File: config.mk
export PLATFORM = sky130hd
export DESIGN_NAME = saw_ramp_channel
export DESIGN_NICKNAME = d
export VERILOG_FILES = /design/src/rtl/saw_pkg.sv /design/src/rtl/saw_regs.sv /design/src/rtl/saw_divider.sv /design/src/rtl/saw_sequencer.sv /design/src/rtl/saw_ramp_channel.sv
export SDC_FILE = /design/constraint.sdc
export NUM_CORES = 1
export LEC_CHECK = 0
export BUFFER_PORTS_ARGS = -buffer_cell sky130_fd_sc_hd__clkbuf_2
export CORE_UTILIZATION = 29
export CTS_BUF_LIST = sky130_fd_sc_hd__clkbuf_16
export CTS_CLUSTER_DIAMETER = 40
export DETAILED_ROUTE_END_ITERATION = 8
export PLACE_DENSITY = 0.51
export SLEW_MARGIN = 20
export SYNTH_ARGS = -nofsm -noshare
export SYNTH_HDL_FRONTEND = slang
export SYNTH_SLANG_ARGS = --single-unit
File: constraint.sdc
create_clock -name clk -period 2.5 [get_ports clk]
set_clock_uncertainty 0.15 [all_clocks]
set_input_delay 0.25 -clock clk [delete_from_list [all_inputs] [get_ports clk]]
set_output_delay 0.25 -clock clk [all_outputs]
set_load 0.05 [all_outputs]
File: src/rtl/saw_pkg.sv
package saw_pkg;
    // Step sequencer states
    typedef enum logic [1:0] {
        SEQ_OFF  = 2'd0,
        SEQ_EVEN = 2'd1,
        SEQ_ODD  = 2'd2
    } seq_state_t;

    // Register select codes
    localparam logic [1:0] SEL_RATE   = 2'd0;
    localparam logic [1:0] SEL_PER_LO = 2'd1;
    localparam logic [1:0] SEL_PER_HI = 2'd2;
endpackage

File: src/rtl/saw_regs.sv
module saw_regs #(
    parameter int RATE_W   = 6,
    parameter int PERIOD_W = 12
) (
    input  logic                clk,
    input  logic                rst_n,
    input  logic                wr_en,
    input  logic [1:0]          wr_sel,
    input  logic [7:0]          wr_data,
    output logic [RATE_W-1:0]   rate,
    output logic [PERIOD_W-1:0] period,
    output logic                enable
);
    import saw_pkg::*;
    localparam int HI_W = PERIOD_W - 8;

    always_ff @(posedge clk) begin
        if (!rst_n) begin
            rate   <= '0;
            period <= '0;
            enable <= 1'b0;
        end else if (wr_en) begin
            unique case (wr_sel)
                SEL_RATE:   rate <= wr_data[RATE_W-1:0];
                SEL_PER_LO: period[7:0] <= wr_data;
                SEL_PER_HI: begin
                    period[PERIOD_W-1:8] <= wr_data[HI_W-1:0];
                    enable               <= wr_data[7];
                end
                default: ;
            endcase
        end
    end

    // a write with enable bit clear disables the channel on the next cycle
    assert_enable_clear_R2: assert property (@(posedge clk) disable iff (!rst_n)
        (wr_en && wr_sel == SEL_PER_HI && !wr_data[7]) |=> !enable);
endmodule

File: src/rtl/saw_divider.sv
module saw_divider #(
    parameter int PERIOD_W   = 12,
    parameter int SHIFT_MID  = 4,
    parameter int SHIFT_HIGH = 8
) (
    input  logic                clk,
    input  logic                rst_n,
    input  logic [PERIOD_W-1:0] period,
    input  logic                halt,
    input  logic                shift_mid,
    input  logic                shift_high,
    output logic                tick
);
    logic [PERIOD_W-1:0] cnt;
    logic [PERIOD_W-1:0] reload;

    // Effective period: larger shift wins
    always_comb begin
        if (shift_high)     reload = period >> SHIFT_HIGH;
        else if (shift_mid) reload = period >> SHIFT_MID;
        else                reload = period;
    end

    assign tick = !halt && (cnt == '0);

    always_ff @(posedge clk) begin
        if (!rst_n)            cnt <= '0;
        else if (!halt) begin
            if (cnt == '0)     cnt <= reload;
            else               cnt <= cnt - PERIOD_W'(1);
        end
    end

    assert_halt_freeze_R9: assert property (@(posedge clk) disable iff (!rst_n)
        halt |=> $stable(cnt));
    assert_reload_R3: assert property (@(posedge clk) disable iff (!rst_n)
        tick |=> (cnt == $past(reload)));
    assert_countdown_R3: assert property (@(posedge clk) disable iff (!rst_n)
        (!halt && cnt != '0) |=> (cnt == $past(cnt) - PERIOD_W'(1)));
endmodule

File: src/rtl/saw_sequencer.sv
module saw_sequencer #(
    parameter int RATE_W = 6,
    parameter int ACC_W  = 8,
    parameter int OUT_W  = 5,
    parameter int ADDS   = 6
) (
    input  logic              clk,
    input  logic              rst_n,
    input  logic              enable,
    input  logic              tick,
    input  logic [RATE_W-1:0] rate,
    output logic [OUT_W-1:0]  sample
);
    import saw_pkg::*;
    localparam int CNT_W = $clog2(ADDS + 1);

    seq_state_t        state, state_nx;
    logic [ACC_W-1:0]  acc, acc_nx;
    logic [CNT_W-1:0]  adds, adds_nx;

    // Next-state and datapath decision
    always_comb begin
        state_nx = state;
        acc_nx   = acc;
        adds_nx  = adds;
        if (!enable) begin
            state_nx = SEQ_OFF;          // drop
            acc_nx   = '0;
            adds_nx  = '0;
        end else begin
            unique case (state)
                SEQ_OFF:  state_nx = SEQ_EVEN;           // arm
                SEQ_EVEN: if (tick) state_nx = SEQ_ODD;  // skip
                SEQ_ODD: if (tick) begin                 // act
                    state_nx = SEQ_EVEN;
                    if (adds == CNT_W'(ADDS)) begin
                        acc_nx  = '0;
                        adds_nx = '0;
                    end else begin
                        acc_nx  = acc + ACC_W'(rate);    // wraps mod 2^ACC_W
                        adds_nx = adds + CNT_W'(1);
                    end
                end
                default: state_nx = SEQ_OFF;
            endcase
        end
    end

    // State register
    always_ff @(posedge clk) begin
        if (!rst_n) begin
            state <= SEQ_OFF;
            acc   <= '0;
            adds  <= '0;
        end else begin
            state <= state_nx;
            acc   <= acc_nx;
            adds  <= adds_nx;
        end
    end

    // Output
    always_comb begin
        sample = enable ? acc[ACC_W-1 -: OUT_W] : '0;
    end

    assert_disabled_zero_R8: assert property (@(posedge clk) disable iff (!rst_n)
        !enable |=> (acc == '0));
    assert_skip_holds_R4: assert property (@(posedge clk) disable iff (!rst_n)
        (enable && state == SEQ_EVEN) |=> $stable(acc));
    assert_clear_after_six_R5: assert property (@(posedge clk) disable iff (!rst_n)
        (enable && tick && state == SEQ_ODD && adds == CNT_W'(ADDS)) |=> (acc == '0));
    assert_add_bound_R5: assert property (@(posedge clk) disable iff (!rst_n)
        adds <= CNT_W'(ADDS));
endmodule

File: src/rtl/saw_ramp_channel.sv
module saw_ramp_channel #(
    parameter int RATE_W   = 6,
    parameter int PERIOD_W = 12,
    parameter int ACC_W    = 8,
    parameter int OUT_W    = 5,
    parameter int ADDS     = 6
) (
    input  logic             clk,
    input  logic             rst_n,
    input  logic             wr_en,
    input  logic [1:0]       wr_sel,
    input  logic [7:0]       wr_data,
    input  logic             halt,
    input  logic             shift_x16,
    input  logic             shift_x256,
    output logic [OUT_W-1:0] sample
);
    logic [RATE_W-1:0]   rate;
    logic [PERIOD_W-1:0] period;
    logic                enable;
    logic                tick;

    saw_regs #(.RATE_W(RATE_W), .PERIOD_W(PERIOD_W)) u_regs (
        .clk(clk), .rst_n(rst_n), .wr_en(wr_en), .wr_sel(wr_sel),
        .wr_data(wr_data), .rate(rate), .period(period), .enable(enable)
    );

    saw_divider #(.PERIOD_W(PERIOD_W), .SHIFT_MID(4), .SHIFT_HIGH(8)) u_div (
        .clk(clk), .rst_n(rst_n), .period(period), .halt(halt),
        .shift_mid(shift_x16), .shift_high(shift_x256), .tick(tick)
    );

    saw_sequencer #(.RATE_W(RATE_W), .ACC_W(ACC_W), .OUT_W(OUT_W), .ADDS(ADDS)) u_seq (
        .clk(clk), .rst_n(rst_n), .enable(enable), .tick(tick),
        .rate(rate), .sample(sample)
    );

    assert_off_silent_R8: assert property (@(posedge clk) disable iff (!rst_n)
        !enable |-> (sample == '0));
    assert_halt_sample_R9: assert property (@(posedge clk) disable iff (!rst_n)
        (halt && enable && $past(halt) && $past(enable)) |-> $stable(sample));
endmodule

==> results by group <==
Yosys
  • Avg Inst Size Synth: 8.67 um2
  • Yosys warnings: 0
  • Synth area leaders: dfxtp_1 36%, mux2i_1 11%, nor2b_1 4.6%
  • Synth async-reset ratio: 0
  • Syn nets: 309
  • Count leader, synth: dfxtp_1
  • EDFF count, synth: 0
  • Sequential fraction of the synthesis area: 0.358
  • Top-area cell type share of the netlist area: 0.358
  • Commonest cells in the netlist: 44 x dfxtp_1, 28 x nor2_1, 27 x mux2i_1
  • Ys flop type: dfxtp_1
  • Synth Register Bits: 44
  • Cells after Synth: 284
  • Synthesized cell area: 2460 um2
  • Leading area contributor after synthesis: dfxtp_1
  • Netlist cell types: 49

Global route
  • First-pass GRT wire length: 9600 um
  • Initial antenna violation count: 0
  • GRT Util Overall: 0.139
  • Global route overflow: 0
  • Largest net degree at the start of global routing: 27
  • Vias in the first global route: 1983

Detailed routing
  • DRT antenna net count: 0
  • TritonRoute pass-1 iters: 6
  • DRT Wirelength: 5770 um
  • Wire per inst: 13.6 um
  • Via Count: 2142
  • Drt drc: 0
  • Avg Vias per Cell: 5.05
  • Iteration-0 DRC count of the detailed router: 85

Clock network
  • CTS H-Tree Depth: 2
  • Clk_lat worst skew: 0.29 ns
  • CTS tree: yes
  • Clk buf depth: 2
  • Num CTS Buffers: 5
  • Root Driver: clkbuf_16
  • CTS hold repair buffers: 0
  • Clock Pin Slew Worst Setup and Hold Paths: 0.06 ns
  • Clock tree sinks: 44

Cells and area
  • Share of cells above drive strength 1: 0.188
  • Area grow syn2layout: 19.5%
  • N_diodes: 0
  • Nets: 343

STA
  • RSZ-0062 raised after global routing: yes
  • Final setup vio count: 0
  • Slew Viols, Final: 0
  • Worst hold margin: 0.0696 ns
  • Post-layout minimum cycle time: 2.44 ns
  • Fmax: 409 MHz
  • Final Hold Fails: 0
  • Worst slew pin tran: 0.533 ns
  • Max_slew headroom: 0.643
  • Final period util: 0.977

Placed design
  • Post-DP HPWL: 4300 um
  • I/O Buffers: 20
  • RePlAce Congestion: 0.846

Critical path
  • WS Path Type: flip-flop to flip-flop
  • Startpoint types: flip-flop
  • CP Data Required Time: 2.56 ns
  • Critical-path maximum fanout: 10
  • WP data arrival: 2.50 ns
  • Crit end category: flip-flop

Die
  • Die Wd: 94.1 um
  • Die Area: 8860 um2
  • Die height: 94.1 um
  • Core Footprint: 8220 um2
  • Row cnt: 33
  • Io pins: 21
  • Initial Util: 0.300

Run status
  • Outcome: completed

Power
  • Cell leakage power: 1.24 nW
  • Psw: 909 uW
  • Power Dens Cells: 909 nW/um2
  • Comb pwr share: 0.400
  • Switching Fraction: 0.340
  • Tot Pwr: 2.67 mW
  • Max rail drop VDD: 0.366 mV
  • Clk pwr share: 0.277
  • Sequential share of power: 0.323
  • Internal: 1.76 mW

Run
  • Total of max-cap violations: 0

Min path
  • Hold Path Class: input port to flip-flop
==> path summary, 6_finish.rpt <==
path / end / slack (ns) / from / depth (start not counted)
setup / recovery: u_seq.acc[7] / 0.06 / u_div.cnt[4] / 5
hold / removal: u_regs.period[6] / 0.07 / wr_data[6] / 3
setup reg to reg: u_seq.acc[7] / 0.06 / u_div.cnt[4] / 5
hold reg to reg: u_seq.acc[0] / 0.31 / u_seq.acc[0] / 2
==> power groups by stage <==
stage                     Sequential [mW]  Combinational [mW]  Clock [mW]
after floorplan                     0.889               0.721           0
after global placement              0.876                1.07           0
after detailed placement            0.879                1.06           0
after CTS                           0.865                1.07       0.755
after global routing                0.876                1.18       0.779
final                               0.864                1.07       0.739
==> flip-flops by register name (all words and copies together) (netlist names) <==
signal         cells
u_seq.adds         3
u_div.cnt         12
u_regs.enable      1
u_regs.rate        6
u_seq.state        2
u_seq.acc          8
u_regs.period     12
==> area by class of cell <==
class,instances,area [um2]
multi-input combinational,219,1490
fill,830,5280
clock inverter,3,38.8
timing repair buffer,39,243
tap,105,131
sequential,44,881
clock buffer,5,125
inverter,9,33.8
==> cells by family after synthesis <==
family	after synthesis	synth area share
flops	44	0.358
fa+ha+maj	9	0.0488
buf+inv	21	0.0386
compound gates	65	0.175
mux	29	0.119
xor+xnor	1	0.00356
simple gates	115	0.257
==> metrics by stage <==
| step | setup WS [ns] | TNS [ns] | std cells | util | instance area, um2 |
|---|---|---|---|---|---|
| 2_1_floorplan | 0.0188 | 0 | 284 | - | 2460 |
| 3_3_place_gp | 0.0204 | 0 | 416 | 0.338 | 2770 |
| 3_5_place_dp | 0.00121 | 0 | 416 | 0.338 | 2770 |
| 4_1_cts | 0.0491 | 0 | 424 | 0.358 | 2940 |
| 5_1_grt | -0.0144 | -0.0144 | 424 | 0.358 | 2940 |
| 6_report | 0.0567 | 0 | 424 | 0.358 | 2940 |
==> worst max-delay path: stages (launching register included) <==
cell,delay (ns)
dfxtp_1,0.31
or4_4,0.54
or4_4,0.43
or2_4,0.29
or4_1,0.50
a31oi_1,0.14
==> metal layers <==
metal	up-vias	track usage	share of wire
li1	1107	-	-
met1	988	0.186	0.50
met2	37	0.220	0.45
met3	10	0.0283	0.029
met4	0	0.0487	0.018
met5	-	0	0
==> placed cells by master, fill, tap and decap left out, types with 2 or more instances in the layout <==
| cell type | netlist | routed |
|---|---|---|
| nor2b_1 | 18 | 18 |
| mux2_2 | 2 | 2 |
| o21a_1 | 2 | 2 |
| o31a_1 | 2 | 2 |
| a21oi_1 | 20 | 20 |
| o21ai_0 | 12 | 12 |
| mux2i_1 | 27 | 27 |
| a31oi_1 | 2 | 2 |
| clkbuf_16 | 0 | 5 |
| nor3_1 | 9 | 9 |
| or3_1 | 5 | 5 |
| nor3b_1 | 3 | 3 |
| nor2_1 | 28 | 28 |
| a21boi_0 | 2 | 2 |
| nor4_1 | 2 | 2 |
| inv_1 | 9 | 10 |
| nand3b_1 | 5 | 5 |
| a211oi_1 | 6 | 6 |
| clkbuf_2 | 0 | 20 |
| o2111ai_1 | 2 | 2 |
| buf_4 | 0 | 19 |
| a22oi_1 | 2 | 2 |
| or4_1 | 5 | 5 |
| nand2_1 | 18 | 18 |
| or4_4 | 2 | 2 |
| a21o_1 | 2 | 2 |
| dfxtp_1 | 44 | 44 |
| or2_2 | 3 | 3 |
| ha_1 | 8 | 8 |
| o31ai_1 | 3 | 3 |
| and2_1 | 7 | 7 |
| o221a_2 | 3 | 3 |
| nand3_1 | 3 | 3 |
==> what timing repair did <==
item,in CTS,in global routing
buffers inserted,0,0
gates resized for setup,1,1
setup endpoints to repair,2,2
pin swaps,0,0
No activity file was read; power rests on OpenSTA's default activity.
